$ cat src/rtl/fc_pkg.sv
package fc_pkg;
  typedef enum logic [1:0] {
    FC_IDLE,
    FC_HIT,
    FC_FILL,
    FC_WR
  } fc_state_e;
endpackage

$ cat src/rtl/fc_tag_store.sv
module fc_tag_store #(
  parameter int ADDR_W  = 16,
  parameter int ENTRIES = 4,
  parameter int ENT_W   = $clog2(ENTRIES)
) (
  input  logic              clk_i,
  input  logic              rst_ni,
  input  logic              flush_i,
  input  logic [ADDR_W-1:0] look_addr_i,
  output logic              hit_o,
  output logic [ENT_W-1:0]  hit_idx_o,
  output logic [ENT_W-1:0]  victim_o,
  input  logic              alloc_i,
  input  logic [ENT_W-1:0]  alloc_idx_i,
  input  logic              fill_i,
  input  logic [ENT_W-1:0]  fill_idx_i,
  input  logic [ADDR_W-1:0] fill_tag_i
);
  logic [ENTRIES-1:0] valid_q;
  logic [ADDR_W-1:0]  tag_q [ENTRIES];
  logic [ENTRIES-1:0] match;
  logic [ENT_W-1:0]   rr_q;

  for (genvar e = 0; e < ENTRIES; e++) begin : g_cmp
    assign match[e] = valid_q[e] && (tag_q[e] == look_addr_i);
  end

  assign hit_o = |match;

  always_comb begin
    hit_idx_o = '0;
    for (int e = 0; e < ENTRIES; e++)
      if (match[e]) hit_idx_o = ENT_W'(e);
  end

  // lowest invalid entry wins, else round-robin pointer
  always_comb begin
    victim_o = rr_q;
    for (int e = ENTRIES - 1; e >= 0; e--)
      if (!valid_q[e]) victim_o = ENT_W'(e);
  end

  always_ff @(posedge clk_i or negedge rst_ni) begin
    if (!rst_ni) begin
      valid_q <= '0;
      rr_q    <= '0;
      for (int e = 0; e < ENTRIES; e++) tag_q[e] <= '0;
    end else if (flush_i) begin
      valid_q <= '0;
    end else begin
      if (alloc_i) begin
        valid_q[alloc_idx_i] <= 1'b0;
        if (&valid_q)
          rr_q <= (rr_q == ENT_W'(ENTRIES - 1)) ? '0 : rr_q + 1'b1;
      end
      if (fill_i) begin
        valid_q[fill_idx_i] <= 1'b1;
        tag_q[fill_idx_i]   <= fill_tag_i;
      end
    end
  end


  uniq_tag_chk: assert property (@(posedge clk_i) disable iff (!rst_ni)
    $onehot0(match));


  flush_empty_chk: assert property (@(posedge clk_i) disable iff (!rst_ni)
    flush_i |=> !hit_o);

endmodule

$ cat src/rtl/fc_data_ram.sv
module fc_data_ram #(
  parameter int DATA_W = 32,
  parameter int DEPTH  = 32,
  parameter int AW     = $clog2(DEPTH)
) (
  input  logic              clk_i,
  input  logic              we_i,
  input  logic [AW-1:0]     waddr_i,
  input  logic [DATA_W-1:0] wdata_i,
  input  logic [AW-1:0]     raddr_i,
  output logic [DATA_W-1:0] rdata_o
);
  logic [DATA_W-1:0] mem_q [DEPTH];

  always_ff @(posedge clk_i) begin
    if (we_i) mem_q[waddr_i] <= wdata_i;
  end

  assign rdata_o = mem_q[raddr_i];
endmodule

$ cat src/rtl/fc_event_ctr.sv
module fc_event_ctr #(
  parameter int CNT_W = 16
) (
  input  logic             clk_i,
  input  logic             rst_ni,
  input  logic             inc_i,
  output logic [CNT_W-1:0] cnt_o
);
  always_ff @(posedge clk_i or negedge rst_ni) begin
    if (!rst_ni) cnt_o <= '0;
    else if (inc_i && !(&cnt_o)) cnt_o <= cnt_o + 1'b1;
  end
endmodule

$ cat src/rtl/frame_cache.sv
module frame_cache
  import fc_pkg::*;
#(
  parameter int ADDR_W      = 16,
  parameter int DATA_W      = 32,
  parameter int FRAME_WORDS = 2,
  parameter int FRAMES      = 4,
  parameter int ENTRIES     = 4,
  parameter int CNT_W       = 16,
  localparam int GROUP_WORDS = FRAMES * FRAME_WORDS,
  localparam int WIDX_W      = $clog2(GROUP_WORDS)
) (
  input  logic              clk_i,
  input  logic              rst_ni,
  input  logic              flush_i,
  input  logic              req_valid_i,
  output logic              req_ready_o,
  input  logic              req_write_i,
  input  logic [ADDR_W-1:0] req_addr_i,
  input  logic              wr_valid_i,
  input  logic [DATA_W-1:0] wr_data_i,
  output logic              rd_valid_o,
  output logic [DATA_W-1:0] rd_data_o,
  output logic              rd_last_o,
  output logic              mem_rd_o,
  output logic [ADDR_W-1:0] mem_addr_o,
  input  logic              mem_rvalid_i,
  input  logic [DATA_W-1:0] mem_rdata_i,
  output logic              mem_wvalid_o,
  output logic [WIDX_W-1:0] mem_widx_o,
  output logic [DATA_W-1:0] mem_wdata_o,
  output logic [CNT_W-1:0]  hit_cnt_o,
  output logic [CNT_W-1:0]  miss_cnt_o
);
  localparam int ENT_W     = $clog2(ENTRIES);
  localparam int RAM_DEPTH = ENTRIES * GROUP_WORDS;
  localparam int RAM_AW    = $clog2(RAM_DEPTH);

  fc_state_e         state_q;
  logic [ADDR_W-1:0] cur_addr_q;
  logic [ENT_W-1:0]  cur_ent_q;
  logic [WIDX_W-1:0] cnt_q;

  logic              hit;
  logic [ENT_W-1:0]  hit_idx, victim;
  logic              accept, last_word;
  logic              ram_we, fill_done;
  logic [RAM_AW-1:0] ram_addr;
  logic [DATA_W-1:0] ram_wdata, ram_rdata;

  assign req_ready_o = (state_q == FC_IDLE) && !flush_i;
  assign accept      = req_valid_i && req_ready_o;
  assign last_word   = (cnt_q == WIDX_W'(GROUP_WORDS - 1));
  assign ram_addr    = RAM_AW'(cur_ent_q) * RAM_AW'(GROUP_WORDS) + RAM_AW'(cnt_q);
  assign ram_we      = ((state_q == FC_FILL) && mem_rvalid_i) ||
                       ((state_q == FC_WR) && wr_valid_i);
  assign ram_wdata   = (state_q == FC_WR) ? wr_data_i : mem_rdata_i;
  assign fill_done   = ram_we && last_word;

  fc_tag_store #(.ADDR_W(ADDR_W), .ENTRIES(ENTRIES), .ENT_W(ENT_W)) u_tags (
    .clk_i       (clk_i),
    .rst_ni      (rst_ni),
    .flush_i     (flush_i && (state_q == FC_IDLE)),
    .look_addr_i (req_addr_i),
    .hit_o       (hit),
    .hit_idx_o   (hit_idx),
    .victim_o    (victim),
    .alloc_i     (accept && !hit),
    .alloc_idx_i (victim),
    .fill_i      (fill_done),
    .fill_idx_i  (cur_ent_q),
    .fill_tag_i  (cur_addr_q)
  );

  fc_data_ram #(.DATA_W(DATA_W), .DEPTH(RAM_DEPTH), .AW(RAM_AW)) u_ram (
    .clk_i   (clk_i),
    .we_i    (ram_we),
    .waddr_i (ram_addr),
    .wdata_i (ram_wdata),
    .raddr_i (ram_addr),
    .rdata_o (ram_rdata)
  );

  fc_event_ctr #(.CNT_W(CNT_W)) u_hit_ctr (
    .clk_i (clk_i), .rst_ni (rst_ni), .inc_i (accept && hit), .cnt_o (hit_cnt_o)
  );

  fc_event_ctr #(.CNT_W(CNT_W)) u_miss_ctr (
    .clk_i (clk_i), .rst_ni (rst_ni), .inc_i (accept && !hit), .cnt_o (miss_cnt_o)
  );

  always_ff @(posedge clk_i or negedge rst_ni) begin
    if (!rst_ni) begin
      state_q      <= FC_IDLE;
      cur_addr_q   <= '0;
      cur_ent_q    <= '0;
      cnt_q        <= '0;
      rd_valid_o   <= 1'b0;
      rd_data_o    <= '0;
      rd_last_o    <= 1'b0;
      mem_rd_o     <= 1'b0;
      mem_addr_o   <= '0;
      mem_wvalid_o <= 1'b0;
      mem_widx_o   <= '0;
      mem_wdata_o  <= '0;
    end else begin
      rd_valid_o   <= 1'b0;
      rd_last_o    <= 1'b0;
      mem_rd_o     <= 1'b0;
      mem_wvalid_o <= 1'b0;
      unique case (state_q)
        FC_IDLE: if (accept) begin
          cur_addr_q <= req_addr_i;
          mem_addr_o <= req_addr_i;
          cur_ent_q  <= hit ? hit_idx : victim;
          cnt_q      <= '0;
          if (req_write_i) state_q <= FC_WR;
          else if (hit)    state_q <= FC_HIT;
          else begin
            state_q  <= FC_FILL;
            mem_rd_o <= 1'b1;
          end
        end
        FC_HIT: begin
          rd_valid_o <= 1'b1;
          rd_data_o  <= ram_rdata;
          rd_last_o  <= last_word;
          cnt_q      <= last_word ? '0 : cnt_q + 1'b1;
          if (last_word) state_q <= FC_IDLE;
        end
        FC_FILL: if (mem_rvalid_i) begin
          rd_valid_o <= 1'b1;
          rd_data_o  <= mem_rdata_i;
          rd_last_o  <= last_word;
          cnt_q      <= last_word ? '0 : cnt_q + 1'b1;
          if (last_word) state_q <= FC_IDLE;
        end
        FC_WR: if (wr_valid_i) begin
          mem_wvalid_o <= 1'b1;
          mem_wdata_o  <= wr_data_i;
          mem_widx_o   <= cnt_q;
          cnt_q        <= last_word ? '0 : cnt_q + 1'b1;
          if (last_word) state_q <= FC_IDLE;
        end
        default: state_q <= FC_IDLE;
      endcase
    end
  end


  hit_no_mem_rd_chk: assert property (@(posedge clk_i) disable iff (!rst_ni)
    (state_q == FC_HIT) |-> !mem_rd_o);


  mem_rd_pulse_chk: assert property (@(posedge clk_i) disable iff (!rst_ni)
    mem_rd_o |=> !mem_rd_o);


  last_has_valid_chk: assert property (@(posedge clk_i) disable iff (!rst_ni)
    rd_last_o |-> rd_valid_o);


  one_ctr_step_chk: assert property (@(posedge clk_i) disable iff (!rst_ni)
    (hit_cnt_o != $past(hit_cnt_o)) |-> (miss_cnt_o == $past(miss_cnt_o)));


  wr_no_rd_chk: assert property (@(posedge clk_i) disable iff (!rst_ni)
    mem_wvalid_o |-> !rd_valid_o);

endmodule

$ cat config.mk
export PLATFORM = sky130hd
export DESIGN_NAME = frame_cache
export DESIGN_NICKNAME = d
export VERILOG_FILES = /design/src/rtl/fc_pkg.sv /design/src/rtl/fc_tag_store.sv /design/src/rtl/fc_data_ram.sv /design/src/rtl/fc_event_ctr.sv /design/src/rtl/frame_cache.sv
export SDC_FILE = /design/constraint.sdc
export NUM_CORES = 1
export LEC_CHECK = 0
export BUFFER_PORTS_ARGS = -buffer_cell sky130_fd_sc_hd__clkbuf_2
export CELL_PAD_IN_SITES_DETAIL_PLACEMENT = 0
export CELL_PAD_IN_SITES_GLOBAL_PLACEMENT = 2
export CORE_ASPECT_RATIO = 1.2
export CORE_MARGIN = 2
export CORE_UTILIZATION = 48
export CTS_CLUSTER_SIZE = 24
export DETAILED_ROUTE_END_ITERATION = 16
export GPL_TIMING_DRIVEN = 0
export PLACE_DENSITY_LB_ADDON = 0.3
export SYNTH_ARGS = -nofsm -noshare
export SYNTH_HDL_FRONTEND = slang
export SYNTH_SLANG_ARGS = --single-unit
$ cat constraint.sdc
create_clock -name clk_i -period 4.3 [get_ports clk_i]
set_clock_uncertainty 0.2 [all_clocks]
set_input_delay 0 -clock clk_i [delete_from_list [all_inputs] [get_ports clk_i]]
set_output_delay 0 -clock clk_i [all_outputs]
set_load 0.02 [all_outputs]
## Yosys cells after proc, flatten, opt, wreduce, memory -nomap -nowiden

Memory sizes are Yosys's and may differ from the RTL's.
Cells that the tools add are included.

| storage, ports and cells | value |
|---|---|
| memories | 1 |
| input bits | 87 |
| memory bits (writable) | 1,024 |
| output and inout port bits | 120 |
| flip-flop bits (word level) | 196 |

Memories:

| memory | words | bits a word | rd ports | clocked after Yosys merged registers in | write ports | line | source |
|---|---|---|---|---|---|---|---|
| u_ram.mem_q | 32 | 32 | 1 | 0 | 1 | fc_data_ram.sv:13 | `logic [DATA_W-1:0] mem_q [DEPTH];` |

| operators by class | value |
|---|---|
| reduce and logical (&&, ||, !) cells | 33 |
| multiplexer cells | 47 |
| bitwise logic cells | 5 |
| order comparisons | 6 |
| $add $sub $neg | 5 |
| eq/ne operators | 12 |

Operator list:

| kind | number |
|---|---|
| bitwise mux 64 bit | 1 |
| == test 16 bit | 4 |
| 2-to-1 mux 32 bit | 2 |
| one-hot mux 32 bit (2 select lines) | 1 |
| adder 16 x 1 -> 16 bit, second input constant | 2 |
| demux 16 bit (select 2 bit) | 1 |
| AND reduction 16 bit | 2 |
| 2-to-1 mux 2 bit | 14 |
| logical AND 1 bit | 17 |
| 2-to-1 mux 16 bit | 1 |
| 2-to-1 mux 4 bit | 4 |
| 2-to-1 mux 1 bit | 13 |
| 2-to-1 mux 3 bit | 4 |
| one-hot mux 3 bit (4 select lines) | 1 |
| one-hot mux 2 bit (4 select lines) | 1 |
| AND reduction 2 bit | 4 |
| == test 2 bit, second input constant | 3 |
| less-than comparator 2 x 3 -> 1 bit, second input constant | 2 |
| != test 2 bit, second input constant | 3 |
| AND reduction 6 bit | 1 |
| adder 5 x 3 -> 5 bit | 1 |
| AND 4 bit | 1 |
| demux 1 bit (select 2 bit) | 2 |
| greater-or-equal comparator 2 x 1 -> 1 bit, second input constant | 2 |
| 17 further kinds | 21 |

## Longest topological paths before layout

Gate-level depths: netlist of the first run.

| logic depth | value |
|---|---|
| word-level depth | 15 |
| depth in mapped cells | 10 |

## Cells and area by module

A second synthesis of the first run with hierarchy kept.

| second synthesis, totals | value |
|---|---|
| cells, all modules | 2,989 |
| area, all modules | 49,402.4 um^2 |

By module, submodules not included:

| module | instances | sequential area each (um^2) | area an instance (um^2) | cells an instance |
|---|---|---|---|---|
| fc_data_ram | 1 | 30,749.5 | 39,844.5 | 2,228 |
| frame_cache | 1 | 2,352.3 | 4,383.0 | 342 |
| fc_tag_store | 1 | 1,751.7 | 3,493.4 | 269 |
| fc_event_ctr | 2 | 400.4 | 840.8 | 75 |

## Least setup slack after synthesis of the first run

No wires, ideal clock.

| timing path | value |
|---|---|
| path kind | reg-to-reg |
| start point | register cnt_q[0] |
| end point | memory u_ram.mem_q[24][0] (enable) |
| setup slack | 0.896 ns |
| path buffers | 3 |
| data arrival time | 2.783 ns |
| stages on the path, launching flop included | 8 |
| setup time | 0.421 ns |
| clock period less this slack | 3.404 ns |
| cells stage by stage | dfrtp_1 clkbuf_1 buf_1 buf_2 inv_1 ha_1 nand2_1 nor2_1 |

| between the ends | value |
|---|---|
| longest elaborated chain between the ends | 1 |

Ends and longest elaborated chain:

| element | line | source |
|---|---|---|
| start, declared | frame_cache.sv:42 | `logic [WIDX_W-1:0] cnt_q;` |
| start signal, assigned | frame_cache.sv:128 | `cnt_q <= last_word ? '0 : cnt_q + 1'b1;` |
| start signal, assigned | frame_cache.sv:135 | `cnt_q <= last_word ? '0 : cnt_q + 1'b1;` |
| start signal, assigned | frame_cache.sv:142 | `cnt_q <= last_word ? '0 : cnt_q + 1'b1;` |
| adder 5 x 3 -> 5 bit | frame_cache.sv:54 | `assign ram_addr = RAM_AW'(cur_ent_q) * RAM_AW'(GROUP_WORDS) + RAM_AW'(cnt_q);` |
| end, declared | fc_data_ram.sv:13 |  |

Every way passes these cells.

## Final worst setup path of the first run

| timing path | value |
|---|---|
| start point | register cnt_q[2] |
| end point | memory u_ram.mem_q[30][4] (enable) |

The elaborated chain is that of the path after synthesis.

==> results of run 1 <==
## registers in the layout (all words and copies together) (netlist names)
name and flops:
rd_valid_o 1, mem_rd_o 1, cur_ent_q 2, state_q 2, u_tags.valid_q 4, u_ram.mem_q 1024
u_tags.rr_q 2, cur_addr_q 16, mem_wvalid_o 1, mem_widx_o 3, mem_wdata_o 32, u_miss_ctr.cnt_o 16
u_tags.tag_q 64, cnt_q 3, rd_last_o 1, rd_data_o 32, u_hit_ctr.cnt_o 16
## stage by stage
stage | area [sq um] | hold WS (ns) | util | setup TNS (ns)
floorplan | 47920 | -0.4956 | - | 0
global placement | 50470 | 0.008767 | 0.5114 | -1751.46
detailed placement | 51390 | -0.05522 | 0.5208 | -0.8706
CTS | 57090 | 0.008548 | 0.5785 | -0.1539
global route | 57110 | 0.06257 | 0.5786 | 0
finish | 57110 | 0.04607 | 0.5787 | 0
## layout make-up
cell class | count | area (sq um) | share of cell area
inverters | 12 | 45.04 | 0.0007887
well taps | 1280 | 1602 | 0.02804
diodes | 1 | 2.502 | 0.00004382
plain buffers | 147 | 654.4 | 0.01146
multi-input cells | 1113 | 11820 | 0.2069
flip-flops and latches | 1220 | 35650 | 0.6243
repair buffers | 396 | 3385 | 0.05926
clock buffers | 133 | 2955 | 0.05175
clock inverters | 81 | 994.7 | 0.01742
## where the power goes
| part | internal [uW] | switching [uW] | leakage (uW) |
|---|---|---|---|
| Clock | 6200 | 4450 | 0.00194 |
| Sequential | 14300 | 476 | 0.0118 |
| Combinational | 3530 | 6020 | 0.00606 |
| Total | 24000 | 10900 | 0.0198 |
## routing by layer
metal	vias to the layer above	global-route usage	routed length (um)
li1	11050	-	-
met1	13790	0.3222	50090
met2	1048	0.4280	64420
met3	222	0.05695	9868
met4	0	0.09356	4608
met5	-	0	0
## layout by cell type, fill, tap and decap left out, drive strengths merged, types with 17 or more instances in the layout
| cell | instances |
|---|---|
| nor4 | 17 |
| buf | 87 |
| nor2 | 44 |
| edfxtp | 1024 |
| inv | 17 |
| mux4 | 256 |
| clkbuf | 416 |
| clkinv | 52 |
| bufinv | 21 |
| nand3 | 27 |
| nand4 | 44 |
| nand2 | 207 |
| xnor2 | 18 |
| dfrtp | 196 |
| mux2 | 137 |
| a22oi | 60 |
| xor2 | 73 |
| dlygate4sd3 | 172 |
| a32oi | 35 |
| a21oi | 35 |
| o21ai | 72 |
## cell families (layout without fill, tap and decap cells)
kind of cell / count (synthesis) / in the layout / synth area share
muxes: 393 / 393 / 0.1525
DFF: 1220 / 1220 / 0.7441
AOI/OAI and AO/OA: 219 / 219 / 0.03024
buffers and inverters: 159 / 769 / 0.01441
other: 0 / 1 / 0
and+or+nand+nor: 398 / 398 / 0.03896
adders and majority gates: 12 / 12 / 0.003133
xor gates and xnor gates: 91 / 91 / 0.01663
## critical path, delay by kind of cell, from the launching register on
kind                   cells  cell delay [ns]
buffers and inverters      4             1.95
flip-flops                 1             0.51
AND/OR/NAND/NOR            2             1.23
## worst paths after layout
check | from | endpoint | slack [ns] | cells past startpoint
worst max-delay path | cnt_q[2]$_DFFE_PN0P_ | u_ram.mem_q[30][4]$_DFFE_PP_ | 0.08 | 6
worst min-delay path | req_addr_i[8] | cur_addr_q[8]$_DFFE_PN0P_ | 0.05 | 4
worst max register to register | cnt_q[2]$_DFFE_PN0P_ | u_ram.mem_q[30][4]$_DFFE_PP_ | 0.08 | 6
worst min register to register | rd_data_o[20]$_DFFE_PN0P_ | rd_data_o[20]$_DFFE_PN0P_ | 0.28 | 2
max in group asynchronous | rst_ni | rd_data_o[0]$_DFFE_PN0P_ | 3.07 | 4
min in group asynchronous | rst_ni | u_tags.tag_q[21]$_DFFE_PN0P_ | 0.26 | 4
## repair_timing
item                                   in CTS  in global routing
hold buffers                              173                  0
setup endpoints to repair                  90                351
endpoints found under the hold margin    1272                  0
resized for setup                           1                  3
==> flow_summary.ini, run 1 <==
[status]
outcome = finished, final reports clean

[floorplan]
start_util = 0.4855
fp-row-count = 126
die_x_um = 292.4
ios = 207
die_area_sq_mm = 0.1024
coreArea_sq_mm = 0.09869
die_h_um = 350.1

[setup_path]
cp.required_ns = 4.50
max_stage_delay_ns = 0.77
critical_path_arrival_ns = 4.42
crit_type = flop to flop
startpoint_type = flop
worstPathCellList = clkbuf_1, clkbuf_1, clkbuf_1, nand3_1, nor2_4, buf_16
path_max_fanout = 17
critPathCaptureType = flop
cpMaxStageDelayCell = nor2_4
crit_path_frequent_cell = clkbuf_1

[detailed_routing]
antenna_left = 0
vias = 26110
routed_wl_um = 129000
first_pass_iters = 6
drc_errors = 0
via_per_inst = 5.957
wl_per_cell_um = 29.43
drt_iter0_markers = 2615

[pwr]
pwr_density_cell_mw_per_mm2 = 612.2
p_leak_uw = 0.01980
finalPower_uw = 34960
vdd_drop_max_mv = 0.3514

[placement]
hpwl_um = 85530
place_ws_ns = -0.03309
port_buffers = 190
dp.cells = 3995
gp_congestion = 0.8586

[global_routing]
grt_usage = 0.2531
grt_pass1_vias = 27430
antenna_found_initial = 1
grt_max_degree = 104
grt_first_pass_wirelength_um = 186200
gr-total-overflow = 0

[synthesis]
seq_area_frac_synth = 0.7441
synth_top_area_frac = 0.6417
ys_top_cells_by_count = 1024 x edfxtp_1, 256 x mux4_2, 207 x nand2_1
syn_area_sq_mm = 0.04792
netlist_instances = 2492
synth_edf_count = 1024
synthTopCellsByArea = edfxtp_1 64%, mux4_2 12%, dfrtp_1 10%
yosysWarnings = 0
avgSynthCellArea_sq_um = 19.23
synthDistinctLibCells = 53
yosysTopAreaCell = edfxtp_1
ys_seq_elements = 1220
synthesis.nets = 2591
yosys.cell_count.top_type = edfxtp_1
dominantRegCellSynth = edfxtp_1
synth-async-reset-ratio = 0.1607

[sta]
finalSetupViolCount = 0
fmax_ghz = 0.2367
hold_viol = 0
finalCritPeriodShare = 0.9825
finalWorstSetupSlack_ns = 0.07507
max_slew.worst_pin.slew_ns = 1.229
max-slew-margin-rel = 0.1808
period_needed_ns = 4.225
rsz0062_at_grt = false
slew_viol_final = 0

[clock_tree]
htree_levels = 3
cts_buffers = 115
clock_sinks = 1220
clockBufferDepth = 3
post-cts-setup-buffers = 0
cts_root_buf = clkbuf_16
clkSlewWorstSetupHoldPaths_ns = 0.06
insertion_delay_ns = 0.70
cts_tree = yes

[cells_and_area]
fin_cells = 4383
drive_above_1_share = 0.2827
num-nets-final = 3104
syn2layout_area_growth_pct = 19.18
fill_cells = 7324

[hold_path]
hold_class = input port to flop

[flow_run]
maxCapViolations = 0
(Power assumes the default switching activity.)
==> inputs of run 2 (changes only) <==
Settings changed: ABC_AREA set to 1, CORE_UTILIZATION 48 to 42, SETUP_SLACK_MARGIN set to 0.4.
==> run 2 against run 1 <==
First-iteration DRC count increased by 37%; clock-buffer cell count rose by 27; worst hold slack lost 0.0041 ns; non-clock buffer count rose by 232; register-to-register slack better by 0.34 ns; clock power rose by 6%; power up 17%.
==> flow_summary.ini, run 2 <==
[status]
outcome = finished, final reports clean

[clock_tree]
clockBufferDepth = 3
cts_buffers = 130
insertion_delay_ns = 0.75
cts_tree = yes
clkSlewWorstSetupHoldPaths_ns = 0.06
clock_sinks = 1220
htree_levels = 4
cts_root_buf = clkbuf_16

[detailed_routing]
antenna_left = 0
via_per_inst = 5.476
wl_per_cell_um = 24.80
drt_iter0_markers = 3585
routed_wl_um = 167800
vias = 37050
drc_errors = 0
first_pass_iters = 6

[synthesis]
synthDistinctLibCells = 36
dominantRegCellSynth = edfxtp_1
syn_area_sq_mm = 0.05029
yosys.cell_count.top_type = edfxtp_1
yosysWarnings = 0
synthesis.nets = 4553
avgSynthCellArea_sq_um = 11.29
synthTopCellsByArea = edfxtp_1 61%, dfrtp_1 9.8%, nand2_1 6.8%
synth-async-reset-ratio = 0.1607
ys_seq_elements = 1220
synth_top_area_frac = 0.6114
yosysTopAreaCell = edfxtp_1
seq_area_frac_synth = 0.7090
netlist_instances = 4454
synth_edf_count = 1024
ys_top_cells_by_count = 1024 x edfxtp_1, 909 x nand2_1, 681 x nor2_1

[placement]
place_area_sq_mm = 0.05507
port_buffers = 203
gp_congestion = 0.8722
hpwl_um = 114100
dp.cells = 6275

[pwr]
p_sw_frac = 0.3835
internal_power_uw = 25240
pwr-share-seq = 0.372
finalPower_uw = 40950
p_sw_uw = 15700
p_leak_uw = 0.02289
p_comb_frac = 0.354
p_clk_frac = 0.274
pwr_density_cell_mw_per_mm2 = 661.8
vdd_drop_max_mv = 0.3981

[sta]
max-slew-margin-rel = 0.08969
max_slew.worst_pin.slew_ns = 1.360
hold_viol = 0
rsz0062_at_grt = true
fmax_ghz = 0.2575
period_needed_ns = 3.883
finalCritPeriodShare = 0.9030
slew_viol_final = 0
finalSetupViolCount = 0

[floorplan]
die_area_sq_mm = 0.1225
fp-row-count = 139
ios = 207
start_util = 0.4215
die_x_um = 319.9
coreArea_sq_mm = 0.1193
die_h_um = 383.1

[global_routing]
grt_first_pass_wirelength_um = 242500
antenna_found_initial = 3
grt_pass1_vias = 36190
grt_max_degree = 98
grt_usage = 0.2711
gr-total-overflow = 0

[cells_and_area]
reg.largest.list = u_ram.mem_q: 1024 flops, u_tags.tag_q: 64 flops
final_common_cell = edfxtp_1
top_register = u_ram.mem_q
largest_reg_flops = 1024
layout_common_cells = 1024 x edfxtp_1, 907 x nand2_1, 647 x nor2_1
fill_cells = 10480
num-nets-final = 5211
fin_cells = 6765
syn2layout_area_growth_pct = 23.03
final_area_sq_mm = 0.06187
drive_above_1_share = 0.1337

[setup_path]
crit_type = flop to flop
cp_num_buf_inv = 4
cp_top_family = buffers and inverters
critPathCaptureType = flop
startpoint_type = flop
cpMaxStageDelayCell = clkbuf_1
crit_path_frequent_cell = nand2_1
path_max_fanout = 10
critical_path_arrival_ns = 4.38
worstPathCellList = buf_4, buf_2, clkbuf_1, o21ai_0, o22ai_1, nand2_1, nand4_1, nand3b_1, nand2_1, nand2_1, dlygate4sd3_1
cp.required_ns = 4.79
max_stage_delay_ns = 0.56

[hold_path]
hold_class = input port to flop

[flow_run]
maxCapViolations = 0
run 2: area by class of cell:
type / count / area [sq um] / share of cell area
repair buffers: 526 / 4945 / 0.07992
clock buffers: 160 / 3450 / 0.05576
well taps: 1551 / 1941 / 0.03137
plain buffers: 249 / 1240 / 0.02004
multi-input cells: 2789 / 13140 / 0.2124
flip-flops and latches: 1220 / 35650 / 0.5763
diodes: 2 / 5.005 / 0.00008089
inverters: 196 / 735.7 / 0.01189
clock inverters: 72 / 757.0 / 0.01224
run 2: cell families (layout without fill, tap and decap cells):
group | after synthesis | after routing | share of synthesized area
buffers and inverters | 445 | 1203 | 0.03929
flip-flops | 1220 | 1220 | 0.7090
XOR/XNOR | 39 | 39 | 0.006792
other | 0 | 2 | 0
adder cells (fa/ha/maj) | 12 | 12 | 0.002986
AO/OA/AOI/OAI | 984 | 984 | 0.1045
AND/OR/NAND/NOR | 1754 | 1754 | 0.1374
run 2: stage by stage:
stage	hold slack [ns]	util	TNS (ns)	setup WS, ns
after floorplan	-0.4956	-	0	0.8659
after global placement	0.01941	0.4463	-2705.36	-2.058
after detailed placement	-0.3091	0.4616	-0.007499	-0.001835
after CTS	0.001008	0.5178	0	0.4276
after global routing	0.05305	0.5185	0	0.3844
final	0.04201	0.5186	0	0.4171
run 2: power groups by stage:
stage	clock network, uW	registers (uW)	logic, uW
2_1_floorplan	0	15900	6860
6_report	11200	15200	14500
3_3_place_gp	0	15700	13100
3_5_place_dp	0	15400	14000
4_1_cts	11400	15200	14400
5_1_grt	11800	15300	15600
run 2: worst paths after layout:
check / start / endpoint / slack, ns / cells after the start
max in group asynchronous: rst_ni / rd_data_o[22]$_DFFE_PN0P_ / 2.54 / 6
setup / recovery: cnt_q[0]$_DFFE_PN0P_ / rd_data_o[17]$_DFFE_PN0P_ / 0.42 / 11
hold reg to reg: rd_data_o[11]$_DFFE_PN0P_ / rd_data_o[11]$_DFFE_PN0P_ / 0.28 / 2
setup reg to reg: cnt_q[0]$_DFFE_PN0P_ / rd_data_o[17]$_DFFE_PN0P_ / 0.42 / 11
hold / removal: req_addr_i[13] / cur_addr_q[13]$_DFFE_PN0P_ / 0.04 / 4
min in group asynchronous: rst_ni / u_tags.tag_q[20]$_DFFE_PN0P_ / 0.08 / 4
run 2: timing repair:
action | CTS | global route
pin swaps | 17 | 3
setup endpoints to repair | 452 | 152
gates resized for setup | 2 | 1
endpoints found under the hold margin | 1356 | 0
hold buffers | 198 | 0
setup buffers | 48 | 10
run 2: layer usage:
layer | vias to the layer above | wire, um | global-route usage
met4 | 0 | 6629 | 0.1095
met3 | 304 | 10410 | 0.03652
met2 | 1437 | 83470 | 0.4658
met1 | 18340 | 67280 | 0.3473
met5 | - | 0 | 0
li1 | 16970 | - | -
run 2: worst reg2reg max path, cell delays in order, from the launching register on:
cell           delay (ns)
dfrtp_1              0.50
buf_4                0.33
buf_2                0.54
clkbuf_1             0.57
o21ai_0              0.21
o22ai_1              0.35
nand2_1              0.12
nand4_1              0.12
nand3b_1             0.21
nand2_1              0.08
nand2_1              0.06
dlygate4sd3_1        0.54
